**src/rtl/tod_pkg.sv**
```systemverilog
package tod_pkg;

  typedef struct packed {
    logic [7:0] yr;
    logic [4:0] mon;
    logic [5:0] date;
    logic [2:0] day;
    logic [6:0] hr;
    logic [6:0] min;
    logic [6:0] sec;
    logic [7:0] hund;
  } tod_t;

  localparam logic [3:0] ADDR_HUND  = 4'h0;
  localparam logic [3:0] ADDR_SEC   = 4'h1;
  localparam logic [3:0] ADDR_MIN   = 4'h2;
  localparam logic [3:0] ADDR_HOUR  = 4'h4;
  localparam logic [3:0] ADDR_DAY   = 4'h6;
  localparam logic [3:0] ADDR_DATE  = 4'h8;
  localparam logic [3:0] ADDR_MONTH = 4'h9;
  localparam logic [3:0] ADDR_YEAR  = 4'hA;
  localparam logic [3:0] ADDR_CMD   = 4'hB;

  localparam tod_t TOD_RESET = '{yr: 8'h00, mon: 5'h01, date: 6'h01, day: 3'd1,
                                 hr: 7'h00, min: 7'h00, sec: 7'h00, hund: 8'h00};

  // BCD increments per field width (no wrap handling; callers decide wrap)
  function automatic logic [7:0] inc8(input logic [7:0] v);
    inc8 = (v[3:0] == 4'd9) ? {v[7:4] + 4'd1, 4'h0} : {v[7:4], v[3:0] + 4'd1};
  endfunction

  function automatic logic [6:0] inc7(input logic [6:0] v);
    inc7 = (v[3:0] == 4'd9) ? {v[6:4] + 3'd1, 4'h0} : {v[6:4], v[3:0] + 4'd1};
  endfunction

  function automatic logic [5:0] inc6(input logic [5:0] v);
    inc6 = (v[3:0] == 4'd9) ? {v[5:4] + 2'd1, 4'h0} : {v[5:4], v[3:0] + 4'd1};
  endfunction

  function automatic logic [4:0] inc5(input logic [4:0] v);
    inc5 = (v[3:0] == 4'd9) ? 5'h10 : {v[4], v[3:0] + 4'd1};
  endfunction

  // Leap test on a two-digit BCD year: value mod 4 == 0
  function automatic logic is_leap(input logic [7:0] yr);
    if (yr[4] == 1'b0)
      is_leap = (yr[3:0] == 4'd0) || (yr[3:0] == 4'd4) || (yr[3:0] == 4'd8);
    else
      is_leap = (yr[3:0] == 4'd2) || (yr[3:0] == 4'd6);
  endfunction

  // Last date of a month, BCD
  function automatic logic [5:0] last_date(input logic [4:0] mon, input logic [7:0] yr);
    case (mon)
      5'h02:                      last_date = is_leap(yr) ? 6'h29 : 6'h28;
      5'h04, 5'h06, 5'h09, 5'h11: last_date = 6'h30;
      default:                    last_date = 6'h31;
    endcase
  endfunction

  // One hour step; result bit 7 is the carry into the day
  function automatic logic [7:0] hour_step(input logic [6:0] h);
    if (h[6]) begin
      if (h[4:0] == 5'h12)      hour_step = {1'b0, h[6:5], 5'h01};
      else if (h[4:0] == 5'h11) hour_step = {h[5], h[6], ~h[5], 5'h12};
      else                      hour_step = {1'b0, h[6:5], inc5(h[4:0])};
    end else begin
      if (h[5:0] == 6'h23)      hour_step = 8'h80;
      else                      hour_step = {2'b00, inc6(h[5:0])};
    end
  endfunction

  function automatic logic is_time_addr(input logic [3:0] a);
    is_time_addr = (a == ADDR_HUND) || (a == ADDR_SEC) || (a == ADDR_MIN) ||
                   (a == ADDR_HOUR) || (a == ADDR_DAY) || (a == ADDR_DATE) ||
                   (a == ADDR_MONTH) || (a == ADDR_YEAR);
  endfunction

  // Place one bus write into a time image
  function automatic tod_t put_field(input tod_t t, input logic [3:0] a, input logic [7:0] d);
    tod_t r;
    r = t;
    case (a)
      ADDR_HUND:  r.hund = d;
      ADDR_SEC:   r.sec  = d[6:0];
      ADDR_MIN:   r.min  = d[6:0];
      ADDR_HOUR:  r.hr   = d[6:0];
      ADDR_DAY:   r.day  = d[2:0];
      ADDR_DATE:  r.date = d[5:0];
      ADDR_MONTH: r.mon  = d[4:0];
      ADDR_YEAR:  r.yr   = d;
      default:    r = t;
    endcase
    put_field = r;
  endfunction

endpackage

```
**src/rtl/tod_advance.sv**
```systemverilog
// Carry chain from seconds up to years; hundredths pass through untouched.
module tod_advance
  import tod_pkg::*;
(
  input  tod_t cur,
  output tod_t nxt
);
  logic       sec_wrap, min_wrap, day_carry, date_wrap, mon_wrap;
  logic [7:0] hs;

  always_comb begin
    hs        = hour_step(cur.hr);
    sec_wrap  = (cur.sec == 7'h59);
    min_wrap  = sec_wrap && (cur.min == 7'h59);
    day_carry = min_wrap && hs[7];
    date_wrap = day_carry && (cur.date == last_date(cur.mon, cur.yr));
    mon_wrap  = date_wrap && (cur.mon == 5'h12);

    nxt      = cur;
    nxt.sec  = sec_wrap ? 7'h00 : inc7(cur.sec);
    if (sec_wrap)  nxt.min  = min_wrap ? 7'h00 : inc7(cur.min);
    if (min_wrap)  nxt.hr   = hs[6:0];
    if (day_carry) begin
      nxt.day  = (cur.day == 3'd7) ? 3'd1 : cur.day + 3'd1;
      nxt.date = date_wrap ? 6'h01 : inc6(cur.date);
    end
    if (date_wrap) nxt.mon  = mon_wrap ? 5'h01 : inc5(cur.mon);
    if (mon_wrap)  nxt.yr   = (cur.yr == 8'h99) ? 8'h00 : inc8(cur.yr);
  end
endmodule

```
**src/rtl/tod_sqw_div.sv**
```systemverilog
module tod_sqw_div #(
  parameter int DIV = 32
) (
  input  logic clk,
  input  logic rst_n,
  input  logic en,
  output logic sq
);
  localparam int HALF = DIV / 2;

  generate
    if (HALF <= 1) begin : g_direct
      always_ff @(posedge clk) begin
        if (!rst_n)  sq <= 1'b0;
        else if (en) sq <= ~sq;
      end
    end else begin : g_count
      localparam int CW = $clog2(HALF);
      logic [CW-1:0] cnt;
      always_ff @(posedge clk) begin
        if (!rst_n) begin
          cnt <= '0;
          sq  <= 1'b0;
        end else if (en) begin
          if (cnt == CW'(HALF - 1)) begin
            cnt <= '0;
            sq  <= ~sq;
          end else begin
            cnt <= cnt + 1'b1;
          end
        end
      end
    end
  endgenerate
endmodule

```
**src/rtl/tod_rd_mux.sv**
```systemverilog
module tod_rd_mux
  import tod_pkg::*;
(
  input  logic [3:0] addr,
  input  tod_t       vis,
  input  logic       te,
  input  logic       osc_off,
  input  logic       sqw_off,
  output logic [7:0] rdata
);
  always_comb begin
    case (addr)
      ADDR_HUND:  rdata = vis.hund;
      ADDR_SEC:   rdata = {1'b0, vis.sec};
      ADDR_MIN:   rdata = {1'b0, vis.min};
      ADDR_HOUR:  rdata = {1'b0, vis.hr};
      ADDR_DAY:   rdata = {5'b0, vis.day};
      ADDR_DATE:  rdata = {2'b0, vis.date};
      ADDR_MONTH: rdata = {osc_off, sqw_off, 1'b0, vis.mon};
      ADDR_YEAR:  rdata = vis.yr;
      ADDR_CMD:   rdata = {te, 7'b0};
      default:    rdata = 8'h00;
    endcase
  end
endmodule

```
**src/rtl/tod_clock.sv**
```systemverilog
module tod_clock
  import tod_pkg::*;
#(
  parameter int SQW_DIV = 32
) (
  input  logic       clk,
  input  logic       rst_n,
  input  logic       tick_100,
  input  logic       tick_32k,
  input  logic       wr_en,
  input  logic [3:0] addr,
  input  logic [7:0] wdata,
  output logic [7:0] rdata,
  output logic       sqw_out,
  output logic       sqw_oe
);
  tod_t int_q, ext_q, int_n, ext_n, adv;
  logic te_q, osc_off_q, sqw_off_q, dirty_q, dirty_n;

  // Named events
  logic step_evt, into99_evt, roll_evt, wr_time, wr_cmd, wr_ctl, load_evt;

  assign step_evt   = tick_100 && !osc_off_q;
  assign into99_evt = step_evt && (int_q.hund == 8'h98);
  assign roll_evt   = step_evt && (int_q.hund == 8'h99);
  assign wr_time    = wr_en && is_time_addr(addr);
  assign wr_cmd     = wr_en && (addr == ADDR_CMD);
  assign wr_ctl     = wr_en && (addr == ADDR_MONTH);
  assign load_evt   = wr_cmd && !te_q && wdata[7] && dirty_q;

  tod_advance u_adv (
    .cur (int_q),
    .nxt (adv)
  );

  always_comb begin
    int_n   = int_q;
    ext_n   = ext_q;
    dirty_n = dirty_q;

    if (step_evt) begin
      if (into99_evt) int_n = adv;
      int_n.hund = roll_evt ? 8'h00 : inc8(int_q.hund);
      if (te_q) begin
        if (int_n.hund != 8'h99) ext_n = int_n;
        else                     ext_n.hund = int_n.hund;
      end
    end

    if (wr_time) begin
      ext_n = put_field(ext_n, addr, wdata);
      if (te_q) int_n = put_field(int_n, addr, wdata);
      else      dirty_n = 1'b1;
    end

    if (wr_cmd && wdata[7]) dirty_n = 1'b0;
    if (load_evt) int_n = ext_q;
  end

  always_ff @(posedge clk) begin
    if (!rst_n) begin
      int_q     <= TOD_RESET;
      ext_q     <= TOD_RESET;
      te_q      <= 1'b1;
      osc_off_q <= 1'b1;
      sqw_off_q <= 1'b1;
      dirty_q   <= 1'b0;
    end else begin
      int_q   <= int_n;
      ext_q   <= ext_n;
      dirty_q <= dirty_n;
      if (wr_cmd) te_q <= wdata[7];
      if (wr_ctl) begin
        osc_off_q <= wdata[7];
        sqw_off_q <= wdata[6];
      end
    end
  end

  tod_sqw_div #(.DIV(SQW_DIV)) u_sqw (
    .clk   (clk),
    .rst_n (rst_n),
    .en    (tick_32k && !osc_off_q),
    .sq    (sqw_out)
  );

  assign sqw_oe = !sqw_off_q;

  tod_rd_mux u_rd (
    .addr    (addr),
    .vis     (ext_q),
    .te      (te_q),
    .osc_off (osc_off_q),
    .sqw_off (sqw_off_q),
    .rdata   (rdata)
  );
endmodule

```
**config.mk**
```make
export PLATFORM = sky130hd
export DESIGN_NAME = tod_clock
export DESIGN_NICKNAME = d
export VERILOG_FILES = /design/src/rtl/tod_pkg.sv /design/src/rtl/tod_advance.sv /design/src/rtl/tod_sqw_div.sv /design/src/rtl/tod_rd_mux.sv /design/src/rtl/tod_clock.sv
export SDC_FILE = /design/constraint.sdc
export NUM_CORES = 1
export LEC_CHECK = 0
export ABC_AREA = 0
export CORE_MARGIN = 4
export CORE_UTILIZATION = 60
export CTS_BUF_LIST = sky130_fd_sc_hd__clkbuf_16
export DETAILED_ROUTE_END_ITERATION = 10
export DONT_BUFFER_PORTS = 1
export PLACE_DENSITY_LB_ADDON = 0.25
export SLEW_MARGIN = 20
export SYNTH_ARGS = -nofsm -noshare
export SYNTH_HDL_FRONTEND = slang
export SYNTH_HIERARCHICAL = 1
export SYNTH_SLANG_ARGS = --single-unit
```
**constraint.sdc**
```tcl
create_clock -name clk -period 8 [get_ports clk]
set_input_delay 1.6 -clock clk [delete_from_list [all_inputs] [get_ports clk]]
set_output_delay 1.6 -clock clk [all_outputs]
set_load 0.01 [all_outputs]
```
Word-level counts from Yosys, hierarchy flattened
Index checks and enable logic that the tools add are counted.
- register bits: 111
- input port bits: 17
- output and inout port bits: 10
- logic and storage cells: 167
- $add $sub $neg: 15
- equal/unequal tests: 37
- muxes and demuxes: 55
- bitwise logic cells: 4
- reduce and logical (&&, ||, !) cells: 34
- operators by type and width (cell ; number):
    $mux 51 ; 8
    $mux 8 ; 13
    $mux 7 ; 12
    $pmux 8 s9 ; 1
    $eq 4x4->1 const B ; 13
    $mux 43 ; 1
    $add 4x1->4 const B ; 10
    $mux 5 ; 6
    $mux 6 ; 5
    $eq 8x8->1 const B ; 3
    $eq 5x5->1 const B ; 4
    $eq 4x3->1 const B ; 4
    $logic_and 1x1->1 ; 15
    $eq 7x7->1 const B ; 2
    $pmux 6 s2 ; 1
    $eq 5x3->1 const B ; 2
    $logic_or 1x1->1 ; 10
    $add 3x1->3 const B ; 3
    $mux 3 ; 3
    $mux 9 ; 1
    $eq 4x2->1 const B ; 2
    $logic_not 4->1 ; 2
    $ne 8x8->1 const B ; 1
    $eq 6x6->1 ; 1
    13 further kinds ; 22

Logic depth before layout (Yosys ltp)
- depth after elaboration: 18
- gate-level depth with buffers: 13
- depth with buffers taken out: 11

Cells and area by module
Netlist, hierarchy kept.
- by module, submodules not included (module ; instances ; cells each ; area each (µm²) ; seq. area each (µm²)):
    tod_clock ; 1 ; 590 ; 5278.8 ; 2122.0
    tod_advance ; 1 ; 230 ; 1584.0 ; 0.0
    tod_rd_mux ; 1 ; 61 ; 518.0 ; 0.0
    tod_sqw_div ; 1 ; 23 ; 225.2 ; 100.1

Worst setup path after synthesis
OpenSTA, ideal clock, no wires.
- path kind: input to output
- from: in addr[1]
- to: out rdata[1]
- data arrival time: 2.589 ns
- data required time: 6.400 ns
- setup slack: 3.811 ns
- stages on the path: 3
- buffers on the path: 1
- cells stage by stage: buf_6 mux4_2 a221o_1
- word-level cells in the longest chain between the ends: 2
- elaborated cells on any way between the ends: 10
- those cells by class: eq/ne: 8; mux: 1; reduce/logical: 1
- RTL lines (what ; RTL line ; text):
    start, declared ; tod_clock.sv:11 ; input logic [3:0] addr,
    $eq 4x4->1, or another cell as far along ; tod_rd_mux.sv:12 ; case (addr)
    $pmux 8 s9 * ; tod_rd_mux.sv:12 ;
    end, declared ; tod_clock.sv:13 ; output logic [7:0] rdata,
Mark *: on every way between the ends. The rest lies on a longest branch, timed or not.

Final worst setup path
- from: in addr[1]
- to: out rdata[0]
Same word-level chain as after synthesis.

==> reports/qor.csv <==
stage,metric,value,unit
drt,viasPerCell,7.20,
drt,routed_wl,23.2,mm
setup_path,path_cells,"mux4_1, a221o_1",
global_routing,grt_max_degree,77,
cts,cts.htree.levels,3,
finish,drive_gt1_share,6.76,%
cts,cts_tree,done,
timing,setup_viol,0,
pwr,switchingPower,276,uW
timing,holdWs,0.454,ns
global_routing,grtUsageTotal,31.9,%
cts,clock_path_buffers,2,
setup_path,r2r_slack,4.46,ns
pwr,powerDensity,140,mW/mm2
pwr,leakage,2.51,nW
global_routing,antenna_found_initial,1,
setup_path,path_depth,2,
cts,cts_resized,0,
setup_path,critical_path.top_delay_family,multiplexers,
timing,slew_violations,0,
timing,rsz0062_at_grt,no,
finish,diodes,0,
setup_path,rr_startpoint,int_q[22]$_SDFF_PN0_,
synth,synth_area,0.00755,mm2
drt,wl_per_cell,22.9,um
timing,worst_slew_pin_slew,0.848,ns
global_routing,grt-ovfl-total,0,
setup_path,critical_path_class,in2out,
drt,vias,7278,
global_routing,grt_pass1_wl,36.9,mm
global_routing,grt_util_met3,6.50,%
setup_path,cp_data_required_time,6.40,ns
hold_path,hold_path_class,reg2reg,
synth,synth_nets,933,
drt,drt_iter0_markers,982,
global_routing,grt.met1_usage,42.4,%
floorplanning,coreArea,0.0122,mm2
pwr,p_total,1.08,mW
synth,ys.warnings.count,6,
cts,worstSkewPairLatency,0.35,ns
run_status,status,finished clean,
pwr,combPwrFrac,7.0,%
setup_path,reg2reg_depth,11,
floorplanning,die_w,120,um
cts,holdBufCountCts,0,
timing,layout_setup_ws,3.81,ns
floorplanning,die_h,120,um
global_routing,grt_pass1_vias,6749,
setup_path,r2r_end,int_q[41]$_SDFF_PN0_,
synth,netlist_instances,896,
timing,finClkSkew,0.00710,ns
pwr,clkPwrFrac,39.6,%
drt,postRouteAntennaNets,0,
timing,timing.fmax,238,MHz
global_routing,grt_busiest_layer,met2,
timing,fin_crit,4.19,ns
cts,cts_sinks,111,
floorplanning,design.die.area,0.0144,mm2
global_routing,grtUsageMet2,51.6,%
place,placed_cells,995,
pwr,ir_worst_vdd,156,uV
hold_path,holdPathEnd,dirty_q$_SDFFE_PP0P_,
hold_path,min_delay_path_depth,2,
setup_path,cp_max_fo,29,
floorplanning,start_util,62.0,%
job,cap_violations,0,
pwr,p_sw_share,25.6,%
setup_path,cp_num_buf_inv,0,
cts,cts_root_buf,clkbuf_16,
drt,drtPass1Iterations,6,
setup_path,cp_slowest_stage_delay,0.54,ns
place,dp_hpwl,16.4,mm
setup_path,crit_arrival,2.59,ns
floorplanning,ios,27,
setup_path,startpoint_type,primary input,
hold_path,worstHoldStart,dirty_q$_SDFFE_PP0P_,
cts,clkTransAtPathRegs,0.07,ns
finish,fin_cells,1011,
finish,areaGrowthSynthToFinish,2.27,%
cts,post-cts-setup-buffers,0,
pwr,internal_power,804,uW
timing,slew_headroom,43.1,%
setup_path,cp-end-kind,output pin,
finish,fin_nets,875,
timing,hold_violations,0,
timing,period_share,52.4,%
drt,drc_errors,0,
cts,numCtsBuffers,9,
place,place_congestion,0.914,
place,post-place-ws,3.82,ns
floorplanning,core.rowCount,40,
synth,syn-mean-instance-area,8.42,um2
pwr,pwr-share-seq,53.3,%
setup_path,critPathSlowestCell,mux4_1,
timing,setup_tns,0,ns
place,port_buffers,0,
[metrics by stage]
step | cell area (um2) | util [%]
2_1_floorplan | 7550 | -
3_3_place_gp | 7440 | 61.1
3_5_place_dp | 7440 | 61.1
4_1_cts | 7710 | 63.4
5_1_grt | 7720 | 63.5
6_report | 7720 | 63.5
[sequential cells by signal (all words and copies together), names as in the netlist]
name / flops
u_sqw/sq: 1
dirty_q: 1
sqw_off_q: 1
int_q: 51
u_sqw/g_count.cnt: 4
osc_off_q: 1
te_q: 1
ext_q: 51
[worst max path at each step]
stage	startpoint	endpoint
finish	addr[1]	rdata[0]
global route	addr[1]	rdata[0]
CTS	addr[1]	rdata[0]
detailed placement	addr[1]	rdata[0]
global placement	addr[1]	rdata[0]
floorplan	addr[1]	rdata[1]
[routing by layer]
metal,vias up,part of all wire [%]
met1,3530,41
met2,322,46
met4,2,4.0
li1,3347,-
met3,77,9.0
met5,-,0.056
[power groups by stage]
stage	Combinational, mW	Clock [mW]	Sequential (mW)
2_1_floorplan	0.0730	0	0.582
3_3_place_gp	0.0705	0	0.588
3_5_place_dp	0.0735	0	0.588
4_1_cts	0.0738	0.426	0.575
5_1_grt	0.0824	0.450	0.577
6_report	0.0761	0.428	0.576
[cell type report]
type / count / area [um2]
Sequential cell: 111 / 2220
Tap cell: 168 / 210
Inverter: 24 / 90.1
Multi-Input combinational cell: 688 / 4890
Fill cell: 1063 / 4440
Timing Repair Buffer: 4 / 30.0
Clock inverter: 7 / 48.8
Clock buffer: 9 / 225
[cells in the final DEF (no fill, tap or decap), types with 5 or more instances in the layout]
| master | n |
|---|---|
| ha_1 | 20 |
| mux2i_1 | 54 |
| a21o_1 | 6 |
| o211ai_1 | 5 |
| nand3_1 | 36 |
| dfxtp_1 | 111 |
| nor2b_1 | 17 |
| o31ai_1 | 12 |
| nor2_1 | 64 |
| nand3b_1 | 7 |
| o221ai_1 | 34 |
| mux2_2 | 9 |
| and2_1 | 8 |
| a31o_1 | 8 |
| nor3b_1 | 7 |
| o21ai_0 | 38 |
| a211oi_1 | 18 |
| a211o_1 | 9 |
| a21oi_1 | 29 |
| or3_1 | 14 |
| nand2b_1 | 13 |
| clkbuf_16 | 9 |
| inv_1 | 24 |
| nand4_1 | 34 |
| nand2_1 | 54 |
| nor3_1 | 17 |
| a22oi_1 | 36 |
| xnor2_1 | 9 |
| nand4b_1 | 6 |
| o22ai_1 | 32 |
(Power assumes the default switching activity.)
